### config.mk
export PLATFORM = sky130hd
export DESIGN_NAME = can_rx_buf_ctrl
export DESIGN_NICKNAME = d
export VERILOG_FILES = /design/src/rtl/can_rx_buf_pkg.sv /design/src/rtl/can_rx_route.sv /design/src/rtl/can_rx_slot.sv /design/src/rtl/can_rx_irq.sv /design/src/rtl/can_rx_buf_ctrl.sv
export SDC_FILE = /design/constraint.sdc
export NUM_CORES = 1
export LEC_CHECK = 0
export ABC_CLOCK_PERIOD_IN_PS = 4000
export BUFFER_PORTS_ARGS = -buffer_cell sky130_fd_sc_hd__clkbuf_2
export CAP_MARGIN = 20
export CORE_MARGIN = 2
export CORE_UTILIZATION = 52
export DETAILED_ROUTE_END_ITERATION = 10
export PLACE_DENSITY = 0.82
export SYNTH_ARGS = -nofsm -noshare
export SYNTH_HDL_FRONTEND = slang
export SYNTH_HIERARCHICAL = 1
export SYNTH_SLANG_ARGS = --single-unit
export TNS_END_PERCENT = 5
### constraint.sdc
create_clock -name clk_i -period 4 [get_ports clk_i]
set_clock_uncertainty 0.1 [all_clocks]
set_input_delay 0.8 -clock clk_i [delete_from_list [all_inputs] [get_ports clk_i]]
set_output_delay 0.8 -clock clk_i [all_outputs]
set_load 0.02 [all_outputs]
### src/rtl/can_rx_buf_pkg.sv
package can_rx_buf_pkg;
  localparam int unsigned NBUF = 2;
  localparam int unsigned BUF0 = 0;
  localparam int unsigned BUF1 = 1;
  typedef logic [NBUF-1:0] buf_vec_t;
endpackage

### src/rtl/can_rx_route.sv
module can_rx_route
  import can_rx_buf_pkg::*;
(
  input  logic     take_i,
  input  logic     tgt_i,
  input  logic     roll_i,
  input  buf_vec_t busy_i,
  output buf_vec_t load_o,
  output buf_vec_t ovr_set_o
);
  always_comb begin
    load_o    = '0;
    ovr_set_o = '0;
    if (take_i) begin
      if (tgt_i) begin
        if (!busy_i[BUF1]) load_o[BUF1]    = 1'b1;
        else               ovr_set_o[BUF1] = 1'b1;
      end else if (!busy_i[BUF0]) begin
        load_o[BUF0] = 1'b1;
      end else if (roll_i && !busy_i[BUF1]) begin
        load_o[BUF1] = 1'b1;           // spill, no overrun on buffer 0
      end else if (roll_i) begin
        ovr_set_o[BUF1] = 1'b1;        // both full: report on buffer 1
      end else begin
        ovr_set_o[BUF0] = 1'b1;
      end
    end
  end
endmodule

### src/rtl/can_rx_slot.sv
module can_rx_slot #(
  parameter int unsigned DATA_W = 32
) (
  input  logic              clk_i,
  input  logic              rst_ni,
  input  logic              load_i,
  input  logic              ovr_set_i,
  input  logic              rx_clr_i,
  input  logic              ovr_clr_i,
  input  logic [DATA_W-1:0] data_i,
  output logic              full_o,
  output logic              ovr_o,
  output logic [DATA_W-1:0] data_o
);
  always_ff @(posedge clk_i or negedge rst_ni) begin
    if (!rst_ni) begin
      full_o <= 1'b0;
      ovr_o  <= 1'b0;
      data_o <= '0;
    end else begin
      if (load_i)        full_o <= 1'b1;
      else if (rx_clr_i) full_o <= 1'b0;
      if (load_i)        data_o <= data_i;
      if (ovr_set_i)      ovr_o <= 1'b1;   // set wins over clear
      else if (ovr_clr_i) ovr_o <= 1'b0;
    end
  end
endmodule

### src/rtl/can_rx_irq.sv
module can_rx_irq
  import can_rx_buf_pkg::*;
(
  input  logic     clk_i,
  input  logic     rst_ni,
  input  logic     err_set_i,
  input  logic     err_clr_i,
  input  buf_vec_t full_i,
  input  buf_vec_t en_i,
  output logic     err_o,
  output logic     irq_o
);
  always_ff @(posedge clk_i or negedge rst_ni) begin
    if (!rst_ni)        err_o <= 1'b0;
    else if (err_set_i) err_o <= 1'b1;
    else if (err_clr_i) err_o <= 1'b0;
  end

  assign irq_o = (|(full_i & en_i)) | err_o;
endmodule

### src/rtl/can_rx_buf_ctrl.sv
module can_rx_buf_ctrl
  import can_rx_buf_pkg::*;
#(
  parameter int unsigned DATA_W = 32
) (
  input  logic                   clk_i,
  input  logic                   rst_ni,
  input  logic                   frame_vld_i,
  input  logic                   accept_hit_i,
  input  logic                   tgt_sel_i,
  input  logic [DATA_W-1:0]      frame_data_i,
  input  logic                   rollover_en_i,
  input  logic [NBUF-1:0]        irq_en_i,
  input  logic [NBUF-1:0]        rx_clr_i,
  input  logic [NBUF-1:0]        ovr_clr_i,
  input  logic                   err_clr_i,
  output logic [NBUF*DATA_W-1:0] buf_data_o,
  output logic [NBUF-1:0]        rx_full_o,
  output logic [NBUF-1:0]        ovr_o,
  output logic                   err_o,
  output logic                   irq_o
);
  buf_vec_t busy, load, ovr_set;
  logic     take;

  assign take = frame_vld_i & accept_hit_i;
  // a clear in the same cycle frees the buffer for the arriving frame
  assign busy = rx_full_o & ~rx_clr_i;

  can_rx_route u_route (
    .take_i    (take),
    .tgt_i     (tgt_sel_i),
    .roll_i    (rollover_en_i),
    .busy_i    (busy),
    .load_o    (load),
    .ovr_set_o (ovr_set)
  );

  for (genvar k = 0; k < NBUF; k++) begin : g_slot
    can_rx_slot #(.DATA_W(DATA_W)) u_slot (
      .clk_i     (clk_i),
      .rst_ni    (rst_ni),
      .load_i    (load[k]),
      .ovr_set_i (ovr_set[k]),
      .rx_clr_i  (rx_clr_i[k]),
      .ovr_clr_i (ovr_clr_i[k]),
      .data_i    (frame_data_i),
      .full_o    (rx_full_o[k]),
      .ovr_o     (ovr_o[k]),
      .data_o    (buf_data_o[k*DATA_W +: DATA_W])
    );
  end

  can_rx_irq u_irq (
    .clk_i     (clk_i),
    .rst_ni    (rst_ni),
    .err_set_i (|ovr_set),
    .err_clr_i (err_clr_i),
    .full_i    (rx_full_o),
    .en_i      (irq_en_i),
    .err_o     (err_o),
    .irq_o     (irq_o)
  );
endmodule

==> impl_metrics.toml <==
[clocking]
cts_resized = 0
clock_path_buffers = 2
cts_tree = "built"
cts_made_buffers = 9
post-cts-setup-buffers = 0
clk_latency_ns = 0.32
clock_sinks = 69
path_clk_slew_ns = 0.07
htreeDepth = 3
holdBufCountCts = 0
clockRootBuffer = "clkbuf_8"

[setup_path]
cp-end-kind = "output port"
worst_r2r_startpoint = "g_slot[0].u_slot/full_o$_DFFE_PN0P_"
crit_path_max_fanout = 1
worst_setup_path_start_kind = "primary input"
crit_type = "in -> out"
reg2reg_slack_ns = 2.10
critPathArrivalTime_ns = 1.34
crit_required_ns = 3.10
r2r_end = "g_slot[1].u_slot/data_o[30]$_DFFE_PN0P_"
reg2reg_depth = 5

[worst_hold_path]
whs_path_depth = 1
hold_end = "g_slot[0].u_slot/ovr_o$_DFFE_PN0P_"
hp-start = "g_slot[0].u_slot/ovr_o$_DFFE_PN0P_"
holdCritPathClass = "reg -> reg"

[timing]
rsz0062_at_grt = "false"
finalHoldViolCount = 0
setup_viol = 0
slew_headroom = 0.5034
min_period_over_period = 0.5598
slew_viol_final = 0
timing.final.crit_period_ns = 2.239
worst_slew_pin_slew_ns = 0.7449
fmaxAchievable_mhz = 446.6
tns_ns = 0

[finish]
antenna_cells = 0
nets = 329
final_cells = 361
drive_gt1_frac = 0.7024
syn_to_final_growth_pct = 26.49
final_cell_area_um2 = 3729

[logic_synthesis]
syn_nets = 207
synth_top_area_frac = 0.5857
synth_seq_area_share = 0.5857
netlist_instances = 162
synth-seq-cells = 69
yosys.cell_types.count = 17
synth.avg_cell_area_um2 = 18.20
synth_area_leaders = "dfrtp_1, mux2_4, buf_12"
yosys_warnings = 6
netlist.top_cell.by_area = "dfrtp_1"
syn_area_um2 = 2948

[placement]
io_buffers = 114
hpwl_um = 4209
place.gp.congestion = 0.7047
placed_cell_area_um2 = 3515
dp.cells = 345

[route]
vias = 1736
drt_drc_violations_left = 0
drt_first_pass_iters = 4
drt-initial-drc-count = 34
vias_per_cell = 4.809
wl_per_cell_um = 15.83
drtAntennaViolNets = 0
wl_um = 5713

[floorplanning]
std_cell_rows = 27
fp.dieH_um = 79.29
core_um2 = 5507
die_width_um = 79.29
start_util = 0.5353
dieArea_um2 = 6287
pin_count = 115

[pwr]
seq_power_share = 0.434
switching_share = 0.3089
peakVddDrop_mv = 0.2715
switching_power_w = 0.0006636
internal_power_w = 0.001485
leakagePower_nw = 1.978
combPwrFrac = 0.288
power_frac_clock = 0.278
p_per_area_nw_per_um2 = 576.1

[flow_run]
cap_violations = 0

[global_route]
grt_pass1_vias = 1750
grt_usage = 0.1855
gr-total-overflow = 0
antenna_found_initial = 0
grt_max_degree = 36
grt_pass1_wl_um = 8887

[status]
outcome = "complete, no violations"
Yosys cell counts (all sizes together):
library cell,count
nor3b,2
nor2b,2
buf,8
a221o,1
inv,5
nor2,1
and4bb,1
and2,1
dfrtp,69
a21o,5
nand2,1
or2,1
mux2,64
a21oi,1
metal layers:
metal | wire length (µm) | up-vias | track usage
li1 | - | 803 | -
met1 | 2653 | 843 | 0.2511
met2 | 2646 | 81 | 0.2924
met3 | 343 | 9 | 0.04545
met4 | 70 | 0 | 0.06724
met5 | 0 | - | 0
power groups by stage:
stage	combinational, W	clock [W]	sequential [W]
2_1_floorplan	0.000235	0	0.00111
3_3_place_gp	0.000608	0	0.000935
3_5_place_dp	0.000627	0	0.000939
4_1_cts	0.000627	0.000615	0.000931
5_1_grt	0.000654	0.000641	0.000946
6_report	0.000619	0.000598	0.000931
cell families (layout without fill, tap and decap cells):
family                 Yosys count  in the layout  share of synthesized area
buffers and inverters           13            140                    0.05476
AOI/OAI and AO/OA                7              7                    0.01910
muxes                           64             64                     0.3183
DFF                             69             69                     0.5857
and+or+nand+nor                  9              9                    0.02207
cells in the final DEF (no fill, tap or decap):
master        n
buf_4         5
nand2_1       1
clkbuf_2    113
a21o_1        5
clkbuf_8      9
buf_2         1
clkinvlp_4    2
nor2_1        1
nor3b_4       1
and2_1        1
a21oi_2       1
nor2b_1       2
mux2_4       58
nor3b_2       1
clkinv_2      3
bufinv_16     2
a221o_1       1
inv_1         5
dfrtp_1      69
and4bb_2      1
mux2_2        6
or2_1         1
state kept, by name, indices dropped and copies added, names as in the netlist:
signal,flops
u_irq/err_o,1
g_slot.u_slot/data_o,64
g_slot.u_slot/full_o,2
g_slot.u_slot/ovr_o,2
metrics by stage:
stage / hold slack (ns) / total power [W] / setup slack (ns) / util
global placement: 0.3693 / 0.001543 / 1.639 / 0.6383
floorplan: 0.4044 / 0.001341 / 1.915 / -
CTS: 0.3959 / 0.002173 / 1.755 / 0.6771
global route: 0.4098 / 0.002241 / 1.749 / 0.6771
detailed placement: 0.3779 / 0.001566 / 1.607 / 0.6383
finish: 0.3945 / 0.002148 / 1.761 / 0.6771
worst max path at each step:
stage	slack, ns	from	end
final	1.76	irq_en_i[0]	irq_o
after global routing	1.75	irq_en_i[0]	irq_o
after CTS	1.76	irq_en_i[0]	irq_o
after detailed placement	1.61	rx_clr_i[0]	g_slot[1].u_slot/data_o[30]$_DFFE_PN0P_
after global placement	1.64	rx_clr_i[0]	g_slot[1].u_slot/data_o[29]$_DFFE_PN0P_
after floorplan	1.91	irq_en_i[0]	irq_o
critical path, stage by stage:
cell and delay [ns]:
clkbuf_2 0.08, a221o_1 0.30, clkbuf_2 0.16
final cells by class:
class	instances	area, µm²
Clock buffer	9	123.9
Clock inverter	7	90.09
Sequential cell	69	1727
Timing Repair Buffer	119	608.1
Inverter	5	18.77
Tap cell	72	90.09
Multi-Input combinational cell	80	1071
Fill cell	409	1778
Note: power is estimated with default switching activity, not from simulation.
